--- src/rtl/scl_div_pkg.sv ---
package scl_div_pkg;
  typedef enum logic {PH_LOW = 1'b0, PH_HIGH = 1'b1} scl_phase_e;

  // Pad term in module ticks, chosen by prescaler band or strap.
  function automatic logic [2:0] pad_ticks(input logic psc_zero, input logic psc_one,
                                           input logic strap);
    if (strap)         return 3'd6;
    else if (psc_zero) return 3'd7;
    else if (psc_one)  return 3'd6;
    else               return 3'd5;
  endfunction
endpackage

--- src/rtl/scl_cfg_hold.sv ---
module scl_cfg_hold #(
  parameter int CNT_W = 16,
  localparam int LIM_W = CNT_W + 1
) (
  input  logic             clk,
  input  logic             rst_n,
  input  logic             enable,
  input  logic [CNT_W-1:0] psc_in,
  input  logic [CNT_W-1:0] low_in,
  input  logic [CNT_W-1:0] high_in,
  input  logic             strap_in,
  output logic [CNT_W-1:0] psc_q,
  output logic [LIM_W-1:0] low_lim,
  output logic [LIM_W-1:0] high_lim
);
  import scl_div_pkg::*;

  logic [2:0] pad;
  assign pad = pad_ticks(psc_in == '0, psc_in == CNT_W'(1), strap_in);

  always_ff @(posedge clk or negedge rst_n) begin
    if (!rst_n) begin
      psc_q    <= '0;
      low_lim  <= LIM_W'(7);
      high_lim <= LIM_W'(7);
    end else if (!enable) begin
      psc_q    <= psc_in;
      low_lim  <= LIM_W'(low_in) + LIM_W'(pad);
      high_lim <= LIM_W'(high_in) + LIM_W'(pad);
    end
  end
endmodule

--- src/rtl/scl_prescale.sv ---
module scl_prescale #(
  parameter int CNT_W = 16
) (
  input  logic             clk,
  input  logic             rst_n,
  input  logic             active,
  input  logic             advance,
  input  logic [CNT_W-1:0] psc_q,
  output logic             tick
);
  logic [CNT_W-1:0] div_cnt;

  assign tick = advance && (div_cnt == psc_q);

  always_ff @(posedge clk or negedge rst_n) begin
    if (!rst_n)        div_cnt <= '0;
    else if (!active)  div_cnt <= '0;
    else if (tick)     div_cnt <= '0;
    else if (advance)  div_cnt <= div_cnt + 1'b1;
  end
endmodule

--- src/rtl/scl_phase_seq.sv ---
module scl_phase_seq #(
  parameter int CNT_W = 16,
  localparam int LIM_W = CNT_W + 1
) (
  input  logic                     clk,
  input  logic                     rst_n,
  input  logic                     enable,
  input  logic                     tick,
  input  logic [LIM_W-1:0]         low_lim,
  input  logic [LIM_W-1:0]         high_lim,
  output logic                     active,
  output scl_div_pkg::scl_phase_e  phase,
  output logic [LIM_W-1:0]         tick_cnt,
  output logic                     fall_stb,
  output logic                     rise_stb
);
  import scl_div_pkg::*;

  logic [LIM_W-1:0] cur_lim;
  assign cur_lim = (phase == PH_LOW) ? low_lim : high_lim;

  always_ff @(posedge clk or negedge rst_n) begin
    if (!rst_n) begin
      active <= 1'b0; phase <= PH_LOW; tick_cnt <= '0;
      fall_stb <= 1'b0; rise_stb <= 1'b0;
    end else if (!enable) begin
      active <= 1'b0; phase <= PH_LOW; tick_cnt <= '0;
      fall_stb <= 1'b0; rise_stb <= 1'b0;
    end else if (!active) begin
      active <= 1'b1; phase <= PH_LOW; tick_cnt <= '0;
      fall_stb <= 1'b1; rise_stb <= 1'b0;
    end else begin
      fall_stb <= 1'b0;
      rise_stb <= 1'b0;
      if (tick) begin
        if (tick_cnt == cur_lim - 1'b1) begin
          tick_cnt <= '0;
          if (phase == PH_LOW) begin
            phase <= PH_HIGH; rise_stb <= 1'b1;
          end else begin
            phase <= PH_LOW;  fall_stb <= 1'b1;
          end
        end else begin
          tick_cnt <= tick_cnt + 1'b1;
        end
      end
    end
  end
endmodule

--- src/rtl/scl_rate_gen.sv ---
module scl_rate_gen #(
  parameter int CNT_W = 16
) (
  input  logic             clk,
  input  logic             rst_n,
  input  logic             enable,
  input  logic [CNT_W-1:0] psc_val,
  input  logic [CNT_W-1:0] low_val,
  input  logic [CNT_W-1:0] high_val,
  input  logic             pad_fixed,
  input  logic             scl_sense,
  output logic             scl_pull_low,
  output logic             fall_stb,
  output logic             rise_stb
);
  import scl_div_pkg::*;
  localparam int LIM_W = CNT_W + 1;

  logic [CNT_W-1:0] psc_q;
  logic [LIM_W-1:0] low_lim, high_lim, tick_cnt;
  logic             active, tick, advance, is_high;
  scl_phase_e       phase;

  scl_cfg_hold #(.CNT_W(CNT_W)) u_cfg (
    .clk(clk), .rst_n(rst_n), .enable(enable),
    .psc_in(psc_val), .low_in(low_val), .high_in(high_val), .strap_in(pad_fixed),
    .psc_q(psc_q), .low_lim(low_lim), .high_lim(high_lim)
  );

  // High phase only counts once the line is really high (slave stretch).
  assign is_high = (phase == PH_HIGH);
  assign advance = active && (!is_high || scl_sense);

  scl_prescale #(.CNT_W(CNT_W)) u_psc (
    .clk(clk), .rst_n(rst_n), .active(active), .advance(advance),
    .psc_q(psc_q), .tick(tick)
  );

  scl_phase_seq #(.CNT_W(CNT_W)) u_seq (
    .clk(clk), .rst_n(rst_n), .enable(enable), .tick(tick),
    .low_lim(low_lim), .high_lim(high_lim),
    .active(active), .phase(phase), .tick_cnt(tick_cnt),
    .fall_stb(fall_stb), .rise_stb(rise_stb)
  );

  assign scl_pull_low = active && !is_high;
endmodule

--- config.mk ---
export PLATFORM = sky130hd
export DESIGN_NAME = scl_rate_gen
export DESIGN_NICKNAME = d
export VERILOG_FILES = /design/src/rtl/scl_div_pkg.sv /design/src/rtl/scl_cfg_hold.sv /design/src/rtl/scl_prescale.sv /design/src/rtl/scl_phase_seq.sv /design/src/rtl/scl_rate_gen.sv
export SDC_FILE = /design/constraint.sdc
export NUM_CORES = 1
export LEC_CHECK = 0
export ABC_AREA = 0
export BUFFER_PORTS_ARGS = -buffer_cell sky130_fd_sc_hd__buf_4
export CORE_MARGIN = 1.5
export CORE_UTILIZATION = 60
export CTS_CLUSTER_SIZE = 8
export DETAILED_ROUTE_END_ITERATION = 16
export GPL_TIMING_DRIVEN = 1
export PLACE_DENSITY = 0.91
export SYNTH_ARGS = -nofsm -noshare
export SYNTH_HDL_FRONTEND = slang
export SYNTH_HIERARCHICAL = 1
export SYNTH_SLANG_ARGS = --single-unit
--- constraint.sdc ---
create_clock -name clk -period 3.98 [get_ports clk]
set_input_delay 0.796 -clock clk [delete_from_list [all_inputs] [get_ports clk]]
set_output_delay 0.796 -clock clk [all_outputs]
set_load 0.01 [all_outputs]
**Word level (Yosys, flattened, before mapping)**

Cells that the tools add are included.

- Bits in registers: 87
- Logic and storage cells: 53

- Equality and inequality tests: 6
- Reductions and logical operators: 7
- Multiplexer cells: 26
- $add $sub $neg: 5

Operators with widths:

| cell | count |
|---|---|
| $mux W17 | 5 |
| $mux W16 | 3 |
| $add A16 B3 Y17 | 2 |
| $add A17 B1 Y17 const B | 1 |
| $eq A17 B17 Y1 | 1 |
| $sub A17 B1 Y17 const B | 1 |
| $add A16 B1 Y16 const B | 1 |
| $eq A16 B1 Y1 const B | 1 |
| $eq A16 B16 Y1 | 1 |
| $logic_not A16 Y1 | 1 |
| $mux W1 | 15 |
| $ne A3 B3 Y1 const B | 3 |
| $mux W3 | 2 |
| $logic_and A1 B1 Y1 | 3 |
| $mux W2 | 1 |
| $reduce_and A2 Y1 | 1 |
| $logic_not A1 Y1 | 1 |
| $logic_or A1 B1 Y1 | 1 |

**Depth between registers and ports, before layout**

- Word-level depth: 7
- Gate-level depth with buffers: 13
- Gate-level depth less buffers: 10

**By module**

Netlist, hierarchy kept.

By module, submodules not included:

| module | times used | area an instance (um2) | cells each |
|---|---|---|---|
| scl_cfg_hold | 1 | 2459.9 | 230 |
| scl_phase_seq | 1 | 1934.4 | 208 |
| scl_prescale | 1 | 1007.2 | 101 |
| scl_rate_gen | 1 | 17.5 | 3 |

**Worst setup path after synthesis**

No wires, ideal clock.

- Path type: register to register
- Start: register u_seq.phase
- End: register u_seq.tick_cnt[10]
- Slack: 1.181 ns
- Buffers on the path: 4
- Stages on the path, launching flop included: 13
- Library setup time: 0.136 ns
- Arrival time: 2.662 ns
- Required time: 3.844 ns
- Period minus slack after synthesis: 2.799 ns
- Cell sequence: dfrtp_1 buf_6 buf_8 buf_6 mux2i_1 ha_1 o221ai_1 nor4_1 xnor2_1 nand3_1 nor4b_4 buf_6 nor3_1

- Cells in the longest elaborated chain, start to end: 7
- Elaborated cells between the ends (all ways): 12
- Those cells by class: 1 x add/sub; 2 x eq/ne; 5 x mux; 4 x reduce/logical

Ends and longest elaborated chain:

| item | line | RTL |
|---|---|---|
| from (decl) | scl_phase_seq.sv:12 | `output scl_div_pkg::scl_phase_e phase,` |
| from (signal assigned) | scl_phase_seq.sv:24 | `active <= 1'b0; phase <= PH_LOW; tick_cnt <= '0;` |
| from (signal assigned) | scl_phase_seq.sv:27 | `active <= 1'b0; phase <= PH_LOW; tick_cnt <= '0;` |
| from (signal assigned) | scl_phase_seq.sv:30 | `active <= 1'b1; phase <= PH_LOW; tick_cnt <= '0;` |
| $mux W17 | scl_phase_seq.sv:20 | `assign cur_lim = (phase == PH_LOW) ? low_lim : high_lim;` |
| $sub A17 B1 Y17 | scl_phase_seq.sv:36 | `if (tick_cnt == cur_lim - 1'b1) begin` |
| $eq A17 B17 Y1 | scl_phase_seq.sv:36 |  |
| $mux W17 | scl_phase_seq.sv:36 |  |
| $mux W17 | scl_phase_seq.sv:35 | `if (tick) begin` |
| $mux W17 | scl_phase_seq.sv:29 | `end else if (!active) begin` |
| $mux W17 | scl_phase_seq.sv:26 | `end else if (!enable) begin` |
| to (signal assigned) | scl_phase_seq.sv:44 | `tick_cnt <= tick_cnt + 1'b1;` |
| to (decl) | scl_phase_seq.sv:13 | `output logic [LIM_W-1:0] tick_cnt,` |

Several ways; a longest one is shown, not always the timed one. The select of a mux whose other input is x is not followed.
A chain may end at the register's enable or synchronous reset.

**Worst setup path in the final report**

- Start: input psc_val[10]
- End: register u_cfg.high_lim[12]

- Cells in the longest elaborated chain, start to end: 5
- Elaborated cells between the ends (all ways): 6
- Those cells by class: 1 x add/sub; 1 x eq/ne; 3 x mux; 1 x reduce/logical

Ends and longest elaborated chain:

| item | line | RTL |
|---|---|---|
| from (decl) | scl_rate_gen.sv:7 | `input logic [CNT_W-1:0] psc_val,` |
| $eq A16 B1 Y1 | scl_cfg_hold.sv:19 | `assign pad = pad_ticks(psc_in == '0, psc_in == CNT_W'(1), strap_in);` |
| $mux W2 | scl_div_pkg.sv:9 | `else if (psc_one) return 3'd6;` |
| $mux W3 (*) | scl_div_pkg.sv:8 | `else if (psc_zero) return 3'd7;` |
| $mux W3 (*) | scl_div_pkg.sv:7 | `if (strap) return 3'd6;` |
| $add A16 B3 Y17 (*) | scl_cfg_hold.sv:29 | `high_lim <= LIM_W'(high_in) + LIM_W'(pad);` |
| to (signal assigned) | scl_cfg_hold.sv:29 |  |
| to (decl) | scl_cfg_hold.sv:14 | `output logic [LIM_W-1:0] high_lim` |

Every way passes the cells marked *; elsewhere a longest branch is shown, timed or not.

==> flow_summary.json <==
{
  "slew_viol_final": 0,
  "grt_pass1_vias": 4262,
  "setup_violations": 0,
  "finalNonFillerCells": 706,
  "arrival_ps": 3460,
  "num_antenna_cells": 0,
  "ys_warn_count": 6,
  "root_buffer": "clkbuf_8",
  "dpl.hpwl_um": 8670,
  "htreeDepth": 3,
  "gr-usage-all-layers": 0.265,
  "yosys.cell_types.count": 62,
  "peakVddDrop_mv": 0.214,
  "final_common_cell": "dfrtp_1",
  "path_max_fanout": 6,
  "cts_setup_buffers": 0,
  "holdWs_ps": 504,
  "tns_ps": 0,
  "row_count": 34,
  "worstMarginPinSlew_ps": 1060,
  "port_buffers": 55,
  "dieHeight_um": 98.0,
  "avgSynthCellArea_um2": 10.0,
  "dr.first_iter.drc_count": 305,
  "antenna_found_initial": 0,
  "rsz0062_at_grt": "no",
  "insertion_delay_ps": 370,
  "start_kind": "input port",
  "vias": 4363,
  "finClkSkew_ps": 11.9,
  "p_leak_nw": 2.39,
  "r2r_start": "u_seq/phase$_DFFE_PN0P_",
  "slowest_stage": "o2111ai_1",
  "drc": 0,
  "cts_tree": "done",
  "grt_overflow_total": 0,
  "firstDrtPassIters": 5,
  "place_congestion": 0.923,
  "clock_path_buffers": 2,
  "ctsResizeCount": 0,
  "final.setup.worst_slack_ps": 717,
  "worst_path_dominant_cell_family": "simple AND/OR/NAND/NOR gates",
  "syn_inst": 542,
  "ys_seq_elements": 87,
  "hold_viol_final": 0,
  "post-route-min-period_ps": 3260,
  "synth_edf_count": 0,
  "relSlewSlack": 0.294,
  "crit_type": "input port to flip-flop",
  "clkSlewWorstSetupHoldPaths_ps": 90,
  "synthesis.area_mm2": 0.00542,
  "crit_chain": "buf_4 > nor4_1 > and4_1 > a21oi_1 > ha_1 > fa_1 > o2111ai_1 > nor3_1 > xnor2_1 > o21ai_0",
  "drv_cap": 0,
  "die_area_mm2": 0.00961,
  "core_area_mm2": 0.00872,
  "required_ps": 4180,
  "place_ws_ps": 475,
  "place_inst": 690,
  "routed_via_density": 6.18,
  "p_per_area_mw_per_mm2": 330,
  "io_pins": 56,
  "clock_sinks": 87,
  "final_cell_mix": "dfrtp_1, xnor2_1, buf_4",
  "totalWireLength_um": 12000,
  "status": "completed",
  "async_flop_share": 1.00,
  "crit_path_start": "psc_val[10]",
  "area_growth_pct": 12.5,
  "cp-end-kind": "flip-flop",
  "grt_pass1_wl_um": 20600,
  "ant_nets": 0,
  "ctsHoldBuffers": 0,
  "ys.flop_type": "dfrtp_1",
  "avgRoutedWirePerCell_um": 17.0,
  "nets": 655,
  "fmax_ghz": 0.307,
  "cts_buffers": 9,
  "synth_nets": 604,
  "hold_class": "flip-flop to flip-flop",
  "fin_crit_sh": 0.820,
  "cpPeakStageDelay_ps": 590,
  "grt_max_degree": 88,
  "drive_above_1_share": 0.211,
  "worstHoldStart": "u_cfg/low_lim[16]$_DFFE_PN0N_",
  "start_util": 0.621,
  "crit_buf_inv": 1,
  "ys_seq_area_frac": 0.403,
  "die_w_um": 98.0
}
-- worst reg2reg max path: stages, from the launching register on --
cell and delay (ps):
dfrtp_1 480, buf_4 340, nor4b_4 320, o221ai_1 280
nor4_1 400, xnor2_1 210, nand3_1 180, nor4b_4 740
nor3_1 120
-- where the power goes --
| group | total [mW] | switching, mW | internal [mW] | leakage [nW] |
|---|---|---|---|---|
| Combinational | 0.344 | 0.182 | 0.162 | 1.17 |
| Clock | 0.653 | 0.347 | 0.305 | 0.108 |
| Sequential | 1.01 | 0.0647 | 0.947 | 1.11 |
| Total | 2.01 | 0.594 | 1.41 | 2.39 |
-- stage by stage --
stage | total power, mW | instance area (um^2) | util
after CTS | 2.02 | 6100 | 0.699
after detailed placement | 1.37 | 5880 | 0.675
after global placement | 1.35 | 5880 | 0.675
after global routing | 2.11 | 6100 | 0.699
after floorplan | 1.23 | 5420 | -
final | 2.01 | 6100 | 0.699
-- registers in the layout, indices dropped and copies added (netlist names) --
name / flops
u_seq/tick_cnt: 17
u_cfg/low_lim: 17
u_cfg/high_lim: 17
u_psc/div_cnt: 16
u_seq/active: 1
u_seq/fall_stb: 1
u_cfg/psc_q: 16
u_seq/phase: 1
u_seq/rise_stb: 1
-- kinds of logic after synthesis --
group | after synthesis | share of synthesized area
AO/OA/AOI/OAI | 73 | 0.0917
XOR/XNOR | 96 | 0.155
adder cells (fa/ha/maj) | 9 | 0.0236
buffers and inverters | 28 | 0.0277
flip-flops | 87 | 0.403
multiplexers | 37 | 0.0732
AND/OR/NAND/NOR | 212 | 0.226
-- cell usage after synthesis, drive strengths merged, types with 3 or more instances --
library cell | count | area, um^2
nor2b | 3 | 18.8
nand2b | 3 | 18.8
and4 | 6 | 55.1
dfrtp | 81 | 2030
nand2 | 51 | 191
mux2 | 21 | 236
nor4b | 6 | 97.6
nor2 | 33 | 126
a21oi | 9 | 45.0
nor3b | 7 | 52.6
inv | 8 | 30.0
xor2 | 31 | 272
nand3 | 18 | 90.1
nor3 | 39 | 200
clkbuf | 12 | 45.0
and3 | 7 | 43.8
o21ai | 32 | 160
a211oi | 3 | 27.5
buf | 8 | 75.1
dfstp | 6 | 158
nor4 | 15 | 145
xnor2 | 65 | 569
nand4 | 17 | 128
o221ai | 3 | 32.5
ha | 7 | 87.6
o211ai | 3 | 22.5
mux2i | 16 | 160
-- area by class of cell --
type / count / area, um^2
clock inverter: 7 / 87.6
clock buffer: 9 / 124
sequential: 87 / 2180
multi-input combinational: 427 / 3080
inverter: 8 / 30.0
tap: 108 / 135
fill: 572 / 2630
timing repair buffer: 60 / 450
-- worst paths after layout --
path	end	slack (ps)	cells after the start
setup / recovery	u_cfg/high_lim[12]$_DFFE_PN0N_	720	10
hold / removal	u_cfg/low_lim[16]$_DFFE_PN0N_	500	2
setup reg to reg	u_seq/tick_cnt[8]$_DFFE_PN0P_	780	8
hold reg to reg	u_cfg/low_lim[16]$_DFFE_PN0N_	500	2
max in group asynchronous	u_seq/tick_cnt[15]$_DFFE_PN0P_	2680	1
min in group asynchronous	u_cfg/psc_q[5]$_DFFE_PN0N_	590	1
-- per-layer routing --
layer / share of wire / wire length [um] / GRT usage / vias to the layer above
met2: 0.48 / 5780 / 0.425 / 160
li1: - / - / - / 2044
met5: 0 / 0 / 0 / -
met4: 0.015 / 179 / 0.0791 / 0
met3: 0.050 / 602 / 0.0451 / 24
met1: 0.45 / 5450 / 0.372 / 2135
(Power assumes the default switching activity.)
